--- src/rtl/crp_pkg.sv ---
package crp_pkg;

  // Command position in the write sequence; the value is also the strobe bit index.
  typedef enum logic [1:0] {
    PH_ADDR  = 2'd0,
    PH_DATA  = 2'd1,
    PH_WRITE = 2'd2
  } phase_e;

  typedef enum logic [1:0] {
    ST_IDLE    = 2'd0,
    ST_SETUP   = 2'd1,
    ST_RAISE   = 2'd2,
    ST_RELEASE = 2'd3
  } state_e;

  localparam int unsigned NUM_CMDS = 3;

  function automatic logic [NUM_CMDS-1:0] strobe_of(phase_e p);
    return NUM_CMDS'(1) << p;
  endfunction

endpackage

--- src/rtl/crp_ack_sync.sv ---
module crp_ack_sync #(
  parameter int unsigned STAGES = 2
) (
  input  logic clk_i,
  input  logic rst_ni,
  input  logic d_i,
  output logic q_o
);
  logic [STAGES-1:0] chain_q;

  generate
    if (STAGES < 2) begin : g_bad_depth
      initial $fatal(1, "crp_ack_sync needs at least two stages");
    end
  endgenerate

  always_ff @(posedge clk_i or negedge rst_ni) begin
    if (!rst_ni) chain_q <= '0;
    else         chain_q <= {chain_q[STAGES-2:0], d_i};
  end

  assign q_o = chain_q[STAGES-1];
endmodule

--- src/rtl/crp_wait_timer.sv ---
module crp_wait_timer #(
  parameter int unsigned LIMIT = 100
) (
  input  logic clk_i,
  input  logic rst_ni,
  input  logic clr_i,
  input  logic run_i,
  output logic expired_o
);
  localparam int unsigned CW = $clog2(LIMIT + 1);

  logic [CW-1:0] cnt_q;

  always_ff @(posedge clk_i or negedge rst_ni) begin
    if (!rst_ni)                   cnt_q <= '0;
    else if (clr_i)                cnt_q <= '0;
    else if (run_i && !expired_o)  cnt_q <= cnt_q + CW'(1);
  end

  assign expired_o = (cnt_q == CW'(LIMIT - 1));
endmodule

--- src/rtl/crp_phase_seq.sv ---
module crp_phase_seq
  import crp_pkg::*;
#(
  parameter int unsigned BUS_W = 16
) (
  input  logic                clk_i,
  input  logic                rst_ni,
  input  logic                start_i,
  input  logic [BUS_W-1:0]    addr_i,
  input  logic [BUS_W-1:0]    data_i,
  input  logic                ack_i,
  input  logic                expired_i,
  output logic [NUM_CMDS-1:0] cmd_o,
  output logic [BUS_W-1:0]    din_o,
  output logic                busy_o,
  output logic                done_o,
  output logic                err_o,
  output logic                tmr_clr_o,
  output logic                tmr_run_o
);
  state_e                state_q, state_n;
  phase_e                phase_q, phase_n;
  logic [BUS_W-1:0]      data_q, data_n;
  logic [BUS_W-1:0]      din_q, din_n;
  logic [NUM_CMDS-1:0]   cmd_q, cmd_n;
  logic                  done_q, done_n;
  logic                  err_q, err_n;

  always_comb begin
    state_n = state_q;
    phase_n = phase_q;
    data_n  = data_q;
    din_n   = din_q;
    cmd_n   = cmd_q;
    done_n  = 1'b0;
    err_n   = 1'b0;
    unique case (state_q)
      ST_IDLE: begin
        if (start_i) begin
          state_n = ST_SETUP;
          phase_n = PH_ADDR;
          data_n  = data_i;
          din_n   = addr_i;
        end
      end
      ST_SETUP: begin
        state_n = ST_RAISE;
        cmd_n   = strobe_of(phase_q);
      end
      ST_RAISE: begin
        if (ack_i) begin
          state_n = ST_RELEASE;
          cmd_n   = '0;
        end else if (expired_i) begin
          state_n = ST_IDLE;
          cmd_n   = '0;
          din_n   = '0;
          err_n   = 1'b1;
        end
      end
      ST_RELEASE: begin
        if (!ack_i) begin
          if (phase_q == PH_WRITE) begin
            state_n = ST_IDLE;
            din_n   = '0;
            done_n  = 1'b1;
          end else begin
            state_n = ST_SETUP;
            phase_n = phase_e'(phase_q + 2'd1);
            din_n   = data_q;
          end
        end else if (expired_i) begin
          state_n = ST_IDLE;
          cmd_n   = '0;
          din_n   = '0;
          err_n   = 1'b1;
        end
      end
      default: state_n = ST_IDLE;
    endcase
  end

  always_ff @(posedge clk_i or negedge rst_ni) begin
    if (!rst_ni) begin
      state_q <= ST_IDLE;
      phase_q <= PH_ADDR;
      data_q  <= '0;
      din_q   <= '0;
      cmd_q   <= '0;
      done_q  <= 1'b0;
      err_q   <= 1'b0;
    end else begin
      state_q <= state_n;
      phase_q <= phase_n;
      data_q  <= data_n;
      din_q   <= din_n;
      cmd_q   <= cmd_n;
      done_q  <= done_n;
      err_q   <= err_n;
    end
  end

  assign cmd_o     = cmd_q;
  assign din_o     = din_q;
  assign done_o    = done_q;
  assign err_o     = err_q;
  assign busy_o    = (state_q != ST_IDLE);
  assign tmr_clr_o = (state_n != state_q);
  assign tmr_run_o = (state_q == ST_RAISE) || (state_q == ST_RELEASE);
endmodule

--- src/rtl/crp_write_master.sv ---
module crp_write_master
  import crp_pkg::*;
#(
  parameter int unsigned BUS_W       = 16,
  parameter int unsigned TIMEOUT_CYC = 100,
  parameter int unsigned SYNC_STAGES = 2
) (
  input  logic                clk_i,
  input  logic                rst_ni,
  input  logic                req_valid_i,
  output logic                req_ready_o,
  input  logic [BUS_W-1:0]    req_addr_i,
  input  logic [BUS_W-1:0]    req_data_i,
  output logic                busy_o,
  output logic                done_o,
  output logic                err_o,
  output logic [BUS_W-1:0]    phy_din_o,
  output logic [NUM_CMDS-1:0] phy_cmd_o,
  input  logic                phy_ack_i
);
  logic ack_s;
  logic expired;
  logic tmr_clr;
  logic tmr_run;
  logic busy;

  crp_ack_sync #(.STAGES(SYNC_STAGES)) i_sync (
    .clk_i  (clk_i),
    .rst_ni (rst_ni),
    .d_i    (phy_ack_i),
    .q_o    (ack_s)
  );

  crp_wait_timer #(.LIMIT(TIMEOUT_CYC)) i_timer (
    .clk_i     (clk_i),
    .rst_ni    (rst_ni),
    .clr_i     (tmr_clr),
    .run_i     (tmr_run),
    .expired_o (expired)
  );

  crp_phase_seq #(.BUS_W(BUS_W)) i_seq (
    .clk_i     (clk_i),
    .rst_ni    (rst_ni),
    .start_i   (req_valid_i && !busy),
    .addr_i    (req_addr_i),
    .data_i    (req_data_i),
    .ack_i     (ack_s),
    .expired_i (expired),
    .cmd_o     (phy_cmd_o),
    .din_o     (phy_din_o),
    .busy_o    (busy),
    .done_o    (done_o),
    .err_o     (err_o),
    .tmr_clr_o (tmr_clr),
    .tmr_run_o (tmr_run)
  );

  assign busy_o      = busy;
  assign req_ready_o = !busy;
endmodule

--- config.mk ---
export PLATFORM = sky130hd
export DESIGN_NAME = crp_write_master
export DESIGN_NICKNAME = d
export VERILOG_FILES = /design/src/rtl/crp_pkg.sv /design/src/rtl/crp_ack_sync.sv /design/src/rtl/crp_wait_timer.sv /design/src/rtl/crp_phase_seq.sv /design/src/rtl/crp_write_master.sv
export SDC_FILE = /design/constraint.sdc
export NUM_CORES = 1
export LEC_CHECK = 0
export ABC_AREA = 1
export BUFFER_PORTS_ARGS = -buffer_cell sky130_fd_sc_hd__buf_2
export CORE_MARGIN = 5
export CORE_UTILIZATION = 49
export CTS_CLUSTER_DIAMETER = 30
export DETAILED_ROUTE_END_ITERATION = 8
export PLACE_DENSITY = 0.76
export SLEW_MARGIN = 10
export SYNTH_ARGS = -nofsm -noshare
export SYNTH_HDL_FRONTEND = slang
export SYNTH_HIERARCHICAL = 1
export SYNTH_SLANG_ARGS = --single-unit
--- constraint.sdc ---
create_clock -name clk_i -period 2.3 [get_ports clk_i]
set_input_delay 0.115 -clock clk_i [delete_from_list [all_inputs] [get_ports clk_i]]
set_output_delay 0.115 -clock clk_i [all_outputs]
set_load 0.01 [all_outputs]
==> metrics.cfg <==
[status]
outcome=finished, final reports clean

[power_and_ir_drop]
power.clock.fraction_pct=15.6
powerDensity_nw_per_um2=1246
switchingPower_uw=1828
power_frac_seq_pct=36.3
switching_share_pct=44.87
power.internal_uw=2246
power.leakage_uw=0.001812
combinationalPowerShare_pct=48.1
ir_drop_v=0.0005368

[synth]
synth_edf_count=0
synth_top_family_by_area=simple AND/OR/NAND/NOR gates
synth_warnings=6
syn_area_um2=2793
synth-xor-area-share_pct=0.3136
yosysSeqAreaShare_pct=44.80
synthCells=396
synth_adder_area_share_pct=1.792
ys_top_cells_by_area=dfrtp_1 (45%), nand2_1 (19%), nand3_1 (7.7%)
yosysTopAreaCellShare_pct=44.80
syn_nets=436
synth.distinct_cells=24
yosys.cell_count.top_type=nand2_1
yosys.area.top_type=dfrtp_1
synth_compound_area_share_pct=6.989
synth-main-ff-cell=dfrtp_1
synth_area_per_cell_um2=7.052
muxShareOfSynthArea_pct=0
synth_common_cells=nand2_1 (139), dfrtp_1 (50), nor2_1 (46)
yosys.area_share.simple_pct=37.50
synth-async-reset-ratio_pct=100.0
synth_seq_cells=50

[place]
pre_cts_ws_ns=0.4547
hpwl_um=4970
portBuffers=58
place_congestion=0.8380

[clocking]
insertion_delay_ns=0.31
cts_hold_buf=2
post_cts_buffers=0
cts_tree=yes
cts_made_buffers=5
clk_pin_slew_worst_paths_ns=0.09
htree_levels=2
clock_path_buffers=2
cts_resized=0
cts_sinks=50
clock-root-buffer=clkbuf_8

[final_layout]
area_growth_pct=17.07
fillerInstances=506
drive_above_1_share_pct=19.65
fin_nets=492
antenna_cells=0

[critical_path]
slowest_delay_ns=0.43
cp_slowest_cell=dfrtp_1
crit_path_frequent_cell=nand2_1
crit_family=simple AND/OR/NAND/NOR gates
crit_type=flop to flop
required_ns=2.50
path_buf_inv=1
critical_path.max_fanout=6
crit_path_start_kind=flop
arrival_ns=2.10
end_kind=flop
crit_path_cell_trace=ha_1 -> nand4_1 -> nor3_2 -> nand2_1 -> nand2_1 -> nand2_1 -> nand3_1 -> inv_1 -> o21ai_0 -> nand2_1 -> nand2_1

[floorplan]
fp.dieArea_um2=7309
start_util_pct=50.72
row_count=27
fp.dieH_um=85.50
ioPinCount=59
die_width_um=85.50
core_area_um2=5507

[sta]
max_slew_margin_pct=58.98
timing.final.ws_setup_ns=0.4048
worst_slew_pin_slew_ns=0.6153
max_freq_mhz=527.7
post-route-period-util_pct=82.40
rsz0062_at_grt=no
fin_tns_setup_ns=0
hold_viol=0
setup-violations-final=0
skew_ns=0.005683
slew_viol_final=0
fin_crit_ns=1.895

[detailed_routing]
wl_per_cell_um=12.76
vias=2573
drc=0
wl_um=6701
drt_first_iter_violations=176
firstDrtPassIters=4
ant_nets=0
routed_via_density=4.901

[global_routing]
grt_overflow=0
grt_max_degree=31
grt_pass1_vias=2605
antenna_found_initial=0
grt_use_total_pct=19.75
grt_pass1_wl_um=11760

[run]
maxCapViolations=0

[worst_hold_path]
hold_class=input pin to flop

## kinds of logic (layout without fill, tap and decap cells)
| logic type | count (synthesis) | after routing |
|---|---|---|
| xor+xnor | 1 | 1 |
| buf+inv | 55 | 112 |
| simple gates | 247 | 247 |
| flops | 50 | 50 |
| fa+ha+maj | 4 | 4 |
| compound gates | 39 | 39 |
## path summary, 6_finish.rpt
kind                            cells after the start                end  slack, ns         startpoint
worst min register to register                      0  i_sync/chain_q[1]       0.37  i_sync/chain_q[0]
max in group asynchronous                           3     i_seq/din_o[7]       1.26             rst_ni
worst max register to register                     11   i_timer/cnt_q[0]       0.40   i_timer/cnt_q[0]
min in group asynchronous                           2   i_seq/phase_q[0]       0.30             rst_ni
worst min-delay path                                3    i_seq/data_q[9]       0.03      req_data_i[9]
worst max-delay path                               11   i_timer/cnt_q[0]       0.40   i_timer/cnt_q[0]
## cells in the final DEF, fill, tap and decap left out, drive strengths merged, types with 3 or more instances in the layout
cell    synthesis  final
a21oi          34     34
buf            12     67
clkbuf          8      5
clkinv          2      3
dfrtp          50     50
ha              4      4
inv            33     34
nand2         144    144
nand3          43     43
nand4           4      4
nor2           52     52
o21ai           5      5
## power groups by stage
stage / combinational, uW / clock (uW) / sequential [uW]
final: 1960 / 635 / 1480
after global routing: 2250 / 684 / 1530
after CTS: 1960 / 649 / 1480
after detailed placement: 1950 / 0 / 1490
after global placement: 1900 / 0 / 1480
after floorplan: 1430 / 0 / 1490
## through the flow
stage	hold WS, ns	utilization (%)	instance area [um2]	power, uW	std cells
floorplan	-0.1806	-	2795	2920	396
global placement	0.09905	56.96	3137	3375	515
detailed placement	0.1055	56.96	3137	3448	515
CTS	0.02937	59.37	3269	4090	525
global route	0.03982	59.37	3269	4460	525
finish	0.03310	59.37	3269	4074	525
## worst reg2reg max path: cells and delay by family, from the launching register on
kind                     cells  cell delay, ns
AO/OA/AOI/OAI                1            0.16
adder cells (fa/ha/maj)      1            0.29
buffers and inverters        1            0.21
flip-flops                   1            0.43
AND/OR/NAND/NOR              8            0.72
## layout make-up
cell class                      instances  area, um2  share of cell area (%)
Tap cell                               72      90.09                   2.755
Multi-Input combinational cell        291       1306                   39.95
Sequential cell                        50       1251                   38.27
Inverter                               35      131.4                   4.018
Clock inverter                          3      43.79                   1.339
Clock buffer                            5      68.82                   2.105
Timing Repair Buffer                   69      377.9                   11.56
## state kept, by name, summed over array words and instances (netlist names)
register        flops
i_seq/err_o         1
i_seq/din_o        16
i_sync/chain_q      2
i_seq/data_q       16
i_seq/state_q       2
i_timer/cnt_q       7
i_seq/done_o        1
i_seq/cmd_o         3
i_seq/phase_q       2
## per-layer routing
metal  global-route usage (%)  part of all wire, %
met1                    27.71                   47
met2                    30.72                   46
met3                    3.554                  5.8
met4                    7.050                  1.2
met5                        0                    0
Note: power is estimated with default switching activity, not from simulation.
